`config.mk`:
```
export PLATFORM = sky130hd
export DESIGN_NAME = flash_clkdiv
export DESIGN_NICKNAME = d
export VERILOG_FILES = /design/src/rtl/flash_clkdiv_pkg.sv /design/src/rtl/flash_clkdiv_regs.sv /design/src/rtl/flash_clkdiv_prescaler.sv /design/src/rtl/flash_clkdiv.sv
export SDC_FILE = /design/constraint.sdc
export NUM_CORES = 1
export LEC_CHECK = 0
export ABC_CLOCK_PERIOD_IN_PS = 1500
export CAP_MARGIN = 5
export CORE_MARGIN = 2
export CORE_UTILIZATION = 39
export DETAILED_ROUTE_END_ITERATION = 7
export PLACE_DENSITY_LB_ADDON = 0.25
export SYNTH_ARGS = -nofsm -noshare
export SYNTH_HDL_FRONTEND = slang
export SYNTH_SLANG_ARGS = --single-unit
```
`constraint.sdc`:
```
create_clock -name clk -period 1.5 [get_ports clk]
set_input_delay 0.45 -clock clk [delete_from_list [all_inputs] [get_ports clk]]
set_output_delay 0.45 -clock clk [all_outputs]
set_load 0.01 [all_outputs]
```
`src/rtl/flash_clkdiv_pkg.sv`:
```
package flash_clkdiv_pkg;
   localparam int unsigned DIV_W = 6;
   localparam int unsigned REG_W = DIV_W + 2;
   localparam int unsigned LOADED_BIT = REG_W - 1;
   localparam int unsigned LOCK_BIT   = REG_W - 2;

   typedef struct packed {
      logic             loaded;
      logic             lock;
      logic [DIV_W-1:0] divisor;
   } ctl_reg_t;
endpackage

```
`src/rtl/flash_clkdiv_regs.sv`:
```
module flash_clkdiv_regs
   import flash_clkdiv_pkg::*;
#(
   parameter int unsigned DW = DIV_W
) (
   input  logic          clk,
   input  logic          rst_n,
   input  logic          wr_en,
   input  logic [DW+1:0] wr_data,
   input  logic          cmd_busy,
   output logic [DW-1:0] divisor,
   output logic          lock,
   output logic          loaded,
   output logic          wr_err,
   output logic          div_store
);
   localparam int unsigned LK = DW;

   initial begin
      assert (DW >= 1 && DW <= 16) else $error("DW out of range");
   end

   logic accept;
   assign accept    = wr_en && !cmd_busy;
   assign div_store = accept && !lock;

   always_ff @(posedge clk or negedge rst_n) begin
      if (!rst_n) begin
         divisor <= '0;
         lock    <= 1'b0;
         loaded  <= 1'b0;
         wr_err  <= 1'b0;
      end else begin
         if (wr_en && cmd_busy) wr_err <= 1'b1;
         if (accept) loaded <= 1'b1;
         if (div_store) begin
            divisor <= wr_data[DW-1:0];
            lock    <= wr_data[LK];
         end
      end
   end

   p_lock_sticky_r3: assert property (@(posedge clk) disable iff (!rst_n)
      lock |=> lock);
   p_div_frozen_r3: assert property (@(posedge clk) disable iff (!rst_n)
      lock |=> $stable(divisor));
   p_loaded_sticky_r2: assert property (@(posedge clk) disable iff (!rst_n)
      loaded |=> loaded);
   p_busy_ignored_r6: assert property (@(posedge clk) disable iff (!rst_n)
      (wr_en && cmd_busy) |=> ($stable(divisor) && $stable(lock) && wr_err));
endmodule

```
`src/rtl/flash_clkdiv_prescaler.sv`:
```
module flash_clkdiv_prescaler #(
   parameter int unsigned DW       = 6,
   parameter bit          GATE_OFF = 1'b1
) (
   input  logic          clk,
   input  logic          rst_n,
   input  logic [DW-1:0] divisor,
   input  logic          restart,
   input  logic          enable,
   output logic          tick
);
   initial begin
      assert (DW >= 1 && DW <= 16) else $error("DW out of range");
   end

   logic [DW-1:0] cnt;
   logic          at_tc;
   assign at_tc = (cnt == divisor);

   always_ff @(posedge clk or negedge rst_n) begin
      if (!rst_n)       cnt <= '0;
      else if (restart) cnt <= '0;
      else if (at_tc)   cnt <= '0;
      else              cnt <= cnt + 1'b1;
   end

   generate
      if (GATE_OFF) begin : g_gated
         assign tick = at_tc && enable;
      end else begin : g_free
         assign tick = at_tc;
      end
   endgenerate

   p_cnt_bound_r5: assert property (@(posedge clk) disable iff (!rst_n)
      cnt <= divisor);
   p_restart_r10: assert property (@(posedge clk) disable iff (!rst_n)
      restart |=> (cnt == '0));
   p_tick_spacing_r5: assert property (@(posedge clk) disable iff (!rst_n)
      (tick && divisor != '0 && !restart) |=> !tick);
endmodule

```
`src/rtl/flash_clkdiv.sv`:
```
module flash_clkdiv
   import flash_clkdiv_pkg::*;
(
   input  logic             clk,
   input  logic             rst_n,
   input  logic             wr_en,
   input  logic [REG_W-1:0] wr_data,
   output logic [REG_W-1:0] rd_data,
   input  logic             cmd_busy,
   output logic             tick,
   output logic             div_loaded,
   output logic             div_valid,
   output logic             wr_err
);
   logic [DIV_W-1:0] divisor;
   logic             lock, loaded, div_store;
   ctl_reg_t         view;

   flash_clkdiv_regs #(.DW(DIV_W)) u_regs (
      .clk(clk), .rst_n(rst_n), .wr_en(wr_en), .wr_data(wr_data),
      .cmd_busy(cmd_busy), .divisor(divisor), .lock(lock),
      .loaded(loaded), .wr_err(wr_err), .div_store(div_store)
   );

   flash_clkdiv_prescaler #(.DW(DIV_W), .GATE_OFF(1'b1)) u_presc (
      .clk(clk), .rst_n(rst_n), .divisor(divisor), .restart(div_store),
      .enable(loaded), .tick(tick)
   );

   always_comb begin
      view.loaded  = loaded;
      view.lock    = lock;
      view.divisor = divisor;
   end
   assign rd_data    = view;
   assign div_loaded = loaded;
   assign div_valid  = loaded;

   p_no_tick_unloaded_r8: assert property (@(posedge clk) disable iff (!rst_n)
      !div_valid |-> !tick);
   p_lock_write_keeps_r4: assert property (@(posedge clk) disable iff (!rst_n)
      (wr_en && !cmd_busy && !rd_data[LOCK_BIT] && wr_data[LOCK_BIT])
      |=> (rd_data[DIV_W-1:0] == $past(wr_data[DIV_W-1:0]) && rd_data[LOCK_BIT]));
endmodule

```
==> results by group, run 1 <==
Floorplanning
  • Die ar.: roughly 0.0022 mm²
  • Die Y: 47.0 µm
  • FP Rows: 15
  • Initial core utilization: 0.417
  • DIE WIDTH: around 47 µm
  • # IOs: 24
  • Core area: 0.00173 mm²

Power and ir drop
  • VDD IR max: about 900 µV
  • Tot Pwr: ~1.8 mW
  • PwrDens: approximately 1600 mW/mm²
  • Leakage Power: roughly 0.50 nW
  • Int Pwr: 1.14 mW
  • Switching Share: 0.362
  • Clock power share: 0.128
  • Sw power: 0.647 mW
  • Gate power share: 0.514
  • Seq pwr share: 0.358

Global routing
  • First-pass GRT wire length: ~2400 µm
  • Vias in the first global route: 544
  • GRT overflow: 0
  • Initial antenna violation count: 0
  • Pin count of the biggest net entering global routing: 16
  • Gr usage total: 0.169

Placement
  • GP Congestion: 0.763
  • IO Port Bufs: 22
  • Place WS: -0.531 ns
  • Hpwl dp: 1210 µm

Synth
  • Distinct cells, synth: 21
  • Post-Syn Area per Cell: 12.9 µm²
  • Yosys warning count: 0
  • Syn nets: 69
  • Register area share after synthesis: 0.521
  • Mapped Cells: 56
  • Ranking of synthesized cells by area: dfrtp_1 (52%), mux2_2 (9.4%), xor2_1 (8.5%)
  • Share of the synthesized area in the top cell type: 0.521
  • Mapped cell area: 721 µm²
  • Yosys top cell by area: dfrtp_1
  • #FFs+latches synth: 15

Finish
  • Final Core Density: 0.631
  • Area growth syn-to-layout: 51.2%
  • Layout Nets: 113
  • Commonest non-fill, non-tap cell in the layout: buf_4
  • Fraction of layout cells with a size suffix above 1: 0.455
  • Antenna cells: 0
  • Most frequent cells in the layout: buf_4 (21), dfrtp_1 (15), clkdlybuf4s50_1 (10)

Clock network
  • Worst-path clk slew: 0.09 ns
  • CTS max path bufs: 2
  • # hold bufs at CTS: 0
  • Sink Count: 15
  • TritonCTS Buffers: 3
  • Clk_lat worst skew: 0.28 ns
  • CTS root buf: clkbuf_4
  • CTS tree: yes
  • H-tree depth: 1

Worst setup path
  • Startpoint types: register
  • Worst-path fanout max: 2
  • Max stage delay cell, worst path: dfrtp_1
  • CP bufs+invs: 1
  • CP delay by family, top: simple AND/OR/NAND/NOR gates
  • Worst Path Arrival: ~1.5 ns
  • Critical path data required time: about 1.1 ns
  • Setup CP Type: register to primary output
  • Slowest stage delay, CP: between 0.3 and 0.4 ns
  • Crit end category: primary output
  • Cell chain of the critical path: xor2_1 > nor4_4 > and3_1 > buf_2

Job
  • Max-Cap Viols: 0

Routing
  • Vias per inst: 4.73
  • Drt wl/cell: 12.5 µm
  • DRT Pass-1 Iters: 4
  • Initial DRC count: 8
  • Number of remaining DRC errors: 0
  • ANT nets after route: 0
  • Vias: just under 600
  • Final wirelength: 1550 µm

STA
  • Slew margin rel.: 0.803
  • Post-layout minimum cycle time: around 1.9 ns
  • Final Cycle Share: 1.28
  • Clock Skew: 0.00440 ns
  • Highest Clock Rate: ~520 MHz
  • Slew @ Worst Pin: 0.295 ns
  • Fin. max-slew vios: 0
  • Final Setup Violations: 1
  • PnR worst setup slack: -0.418 ns
  • RSZ-0062 raised after global routing: true
  • Final Hold Vio Count: 0

Status
  • Outcome: finished, violations left
  • Failing checks: negative setup slack

Worst hold path
  • Hold/Removal Path Class: primary input to asynchronous set/reset pin
==> kinds of logic (layout without fill, tap and decap cells) <==
family                     count (synthesis)  in the layout  synth area share
buffers and inverters                      5             48            0.0434
xor gates and xnor gates                   9              9             0.109
AOI/OAI and AO/OA                         12             12             0.120
adders and majority gates                  1              1            0.0174
DFF                                       15             15             0.521
and+or+nand+nor                            8              8            0.0955
muxes                                      6              6            0.0937
==> routing by layer <==
layer	share of wire	vias to the layer above	track usage
met5	0	-	0
met4	0.0065	0	0.100
met3	0.043	2	0.0346
met2	0.52	13	0.277
met1	0.43	284	0.206
li1	-	287	-
==> cells in the mapped netlist <==
| cell | count |
|---|---|
| dfrtp_1 | 15 |
| xor2_1 | 7 |
| mux2_2 | 6 |
| a211oi_1 | 4 |
| a21oi_1 | 3 |
| buf_4 | 3 |
| a21o_1 | 2 |
| and3_1 | 2 |
| xnor2_1 | 2 |
| a2111o_1 | 1 |
| a31o_2 | 1 |
| a31oi_1 | 1 |
| and3_2 | 1 |
| buf_2 | 1 |
| ha_1 | 1 |
| inv_1 | 1 |
| nand2b_1 | 1 |
| nand3_1 | 1 |
| nor2_1 | 1 |
| nor3b_2 | 1 |
| nor4_4 | 1 |
==> layout make-up <==
class	count	area [µm²]
inverter	1	3.75
timing repair buffer	43	332
tap	25	31.3
clock buffer	4	26.3
fill	155	637
sequential	15	375
multi-input combinational	36	322
==> sequential cells by signal (all words and copies together), names as in the netlist <==
register	flops
u_presc.cnt	6
u_regs.divisor	6
u_regs.loaded	1
u_regs.lock	1
u_regs.wr_err	1
==> final timing paths <==
path | from | to | slack, ns | depth (start not counted)
max | u_presc.cnt[4] | tick | -0.42 | 4
min | rst_n | u_presc.cnt[2] | 0.47 | 2
max reg2reg | u_presc.cnt[4] | u_presc.cnt[5] | 0.09 | 5
min reg2reg | u_regs.wr_err | u_regs.wr_err | 0.48 | 1
max in group asynchronous | rst_n | u_regs.divisor[0] | 0.85 | 2
min in group clk | u_regs.wr_err | u_regs.wr_err | 0.48 | 1
==> timing repair <==
item                                    CTS  global route
gates resized for setup                  33             6
endpoints found under the setup margin   12             7
pin swaps                                 3             2
setup buffers                             1             1
==> power by group through the flow <==
stage	combinational (mW)	sequential [mW]	clock [mW]
after floorplan	0.401	0.685	0
after detailed placement	0.931	0.640	0
after global placement	0.909	0.631	0
after global routing	1.02	0.651	0.260
after CTS	0.919	0.641	0.241
final	0.917	0.639	0.229
==> metrics by stage <==
stage	instance area, µm²	hold slack (ns)	cells	TNS [ns]
2_1_floorplan	721	0.154	56	-0.171
3_3_place_gp	1090	0.446	119	-2.27
3_5_place_dp	1090	0.466	119	-2.23
4_1_cts	1110	0.463	123	-0.462
5_1_grt	1090	0.470	124	-0.524
6_report	1090	0.468	124	-0.418
==> worst register-to-register path: cells and delay by family, from the launching register on <==
family                 cells  cell delay [ns]
buffers and inverters      2             0.26
and+or+nand+nor            1             0.16
AOI/OAI and AO/OA          2             0.52
DFF                        1             0.39
No activity file was read; power rests on OpenSTA's default activity.
==> run 2: changes to the inputs <==
Settings changed: CORE_MARGIN 2 to 1.
==> run 2 against run 1 <==
The run still ends with negative setup slack left. Total power up 0.65%. Wire length up 2.0%. Count of clock-buffer cells in the layout unchanged. Flip-flop and latch count unchanged. Clock skew up 0.0026 ns. Non-clock buffer count up 1. Register-to-register slack worse by 0.02 ns. Critical endpoint unchanged. Setup slack better by 0.0046 ns.
==> results by group, run 2 (synthesized netlist as in run 1, its figures left out) <==
Status
  • Outcome: finished, violations left
  • Failing checks: negative setup slack

Finish
  • Commonest non-fill, non-tap cell in the layout: buf_4
  • Filler cells: 142
  • Area of the multi-input gates: 328 µm²
  • Area growth syn-to-layout: 54.9%
  • Fraction of layout cells with a size suffix above 1: 0.460
  • Layout Nets: 114
  • FF+latch area: 375 µm²
  • Largest regs: u_presc.cnt: 6 flops, u_regs.divisor: 6 flops
  • Antenna cells: 0
  • Most frequent cells in the layout: buf_4 (21), dfrtp_1 (15), clkdlybuf4s50_1 (9)

STA
  • PnR worst setup slack: -0.413 ns
  • Slew @ Worst Pin: 0.280 ns
  • Min Hold Slack: 0.468 ns
  • Post-layout minimum cycle time: 1.91 ns
  • Final Hold Vio Count: 0
  • Final Cycle Share: 1.28
  • RSZ-0062 raised after global routing: true
  • Clock Skew: 0.00697 ns
  • Slew margin rel.: 0.813
  • Highest Clock Rate: 523 MHz
  • Final Setup Violations: 1
  • Fin. max-slew vios: 0

Clock network
  • Worst-path clk slew: 0.09 ns
  • CTS max path bufs: 2
  • TritonCTS Buffers: 3
  • CTS root buf: clkbuf_4
  • H-tree depth: 1
  • Sink Count: 15
  • Clk_lat worst skew: 0.28 ns
  • CTS tree: yes

Global routing
  • Vias in the first global route: 614
  • GRT overflow: 0
  • Gr usage total: 0.180
  • Met2 usage: 0.299
  • GRT Max-Usage Layer: met2
  • Initial antenna violation count: 0
  • M1 GR Usage: 0.223
  • Pin count of the biggest net entering global routing: 16
  • First-pass GRT wire length: 2530 µm
  • Met3 Use GR: 0.0280

Routing
  • Initial DRC count: 0
  • Number of remaining DRC errors: 0
  • ANT nets after route: 0
  • Vias per inst: roughly 4.7
  • DRT Pass-1 Iters: 1
  • Drt wl/cell: 12.6 µm
  • Vias: 584
  • Final wirelength: 1580 µm

Placement
  • GP Congestion: 0.747
  • Place WS: -0.519 ns
  • Hpwl dp: 1210 µm
  • IO Port Bufs: 22

Power and ir drop
  • PwrDens: approximately 1600 mW/mm²
  • Switching Share: 0.361
  • Leakage Power: 0.521 nW
  • Gate power share: 0.517
  • Sw power: 0.648 mW
  • VDD IR max: 752 µV
  • Int Pwr: 1.15 mW
  • Tot Pwr: 1.80 mW
  • Seq pwr share: 0.358
  • Clock power share: 0.125

Worst setup path
  • Startpoint types: register
  • Worst-path fanout max: 2
  • Worst Path Arrival: 1.46 ns
  • Cell chain of the critical path: xor2_1 > nor4_4 > and3_1 > buf_2
  • Max stage delay cell, worst path: dfrtp_1
  • Critical path data required time: around 1.1 ns
  • CP bufs+invs: 1
  • Crit end category: primary output
  • CP delay by family, top: simple AND/OR/NAND/NOR gates
  • Setup CP Type: register to primary output
  • Slowest stage delay, CP: about 0.40 ns

Floorplanning
  • DIE WIDTH: 45.0 µm
  • # IOs: 24
  • Core area: between 0.0015 and 0.002 mm²
  • FP Rows: 15
  • Die ar.: 0.00202 mm²
  • Initial core utilization: 0.417
  • Die Y: 45.0 µm

Job
  • Max-Cap Viols: 0

Worst hold path
  • Hold/Removal Path Class: primary input to asynchronous set/reset pin
run 2: changes by cell type in the layout (fill, tap and decap cells not counted), sizes merged:
cell           before  now
buf                26   27
clkdlybuf4s50      10    9
dlymetal6s2s        0    1
run 2: power by group through the flow:
| stage | Sequential [mW] | Combinational (mW) | Clock, mW |
|---|---|---|---|
| global placement | 0.631 | 0.908 | 0 |
| finish | 0.642 | 0.929 | 0.225 |
| floorplan | 0.685 | 0.401 | 0 |
| detailed placement | 0.640 | 0.927 | 0 |
| CTS | 0.638 | 0.927 | 0.241 |
| global route | 0.662 | 1.02 | 0.257 |
run 2: final cells by class:
type                            instances  share of cell area
Clock buffer                            4              0.0235
Tap cell                               25              0.0280
Sequential cell                        15               0.336
Timing Repair Buffer                   44               0.315
Inverter                                1             0.00336
Multi-Input combinational cell         36               0.294
run 2: metrics by stage:
step / TNS [ns] / std cells / cell area [µm²] / util
final: -0.413 / 125 / 1120 / 0.646
after global routing: -0.491 / 125 / 1120 / 0.646
after CTS: -0.458 / 124 / 1130 / 0.653
after detailed placement: -2.40 / 119 / 1090 / 0.634
after global placement: -2.28 / 119 / 1090 / 0.634
after floorplan: -0.171 / 56 / 721 / -
run 2: path summary, 6_finish.rpt:
path	start	end	slack [ns]	depth (start not counted)
worst max register to register	u_presc.cnt[4]	u_presc.cnt[5]	0.07	5
worst min-delay path	rst_n	u_presc.cnt[2]	0.47	2
min in group clk	u_regs.wr_err	u_regs.wr_err	0.47	1
worst min register to register	u_regs.wr_err	u_regs.wr_err	0.47	1
worst max-delay path	u_presc.cnt[4]	tick	-0.41	4
max in group asynchronous	rst_n	u_regs.divisor[3]	0.85	2
run 2: layer usage:
layer,wire (µm),vias to the layer above,share of wire
li1,-,288,-
met1,677,283,0.43
met2,852,11,0.54
met3,43,2,0.027
met4,4,0,0.0025
met5,0,-,0
run 2: timing repair:
item,CTS,global route
setup buffers,3,1
resized for setup,34,9
setup endpoints to repair,12,13
pin swaps,3,3
hold buffers,0,0
gates cloned,0,0
==> run 3: changes to the inputs <==
Settings changed: HOLD_SLACK_MARGIN set to 0.08.
==> results of run 3 <==
No change in the layout: final DEF, timing and power equal those of run 2.
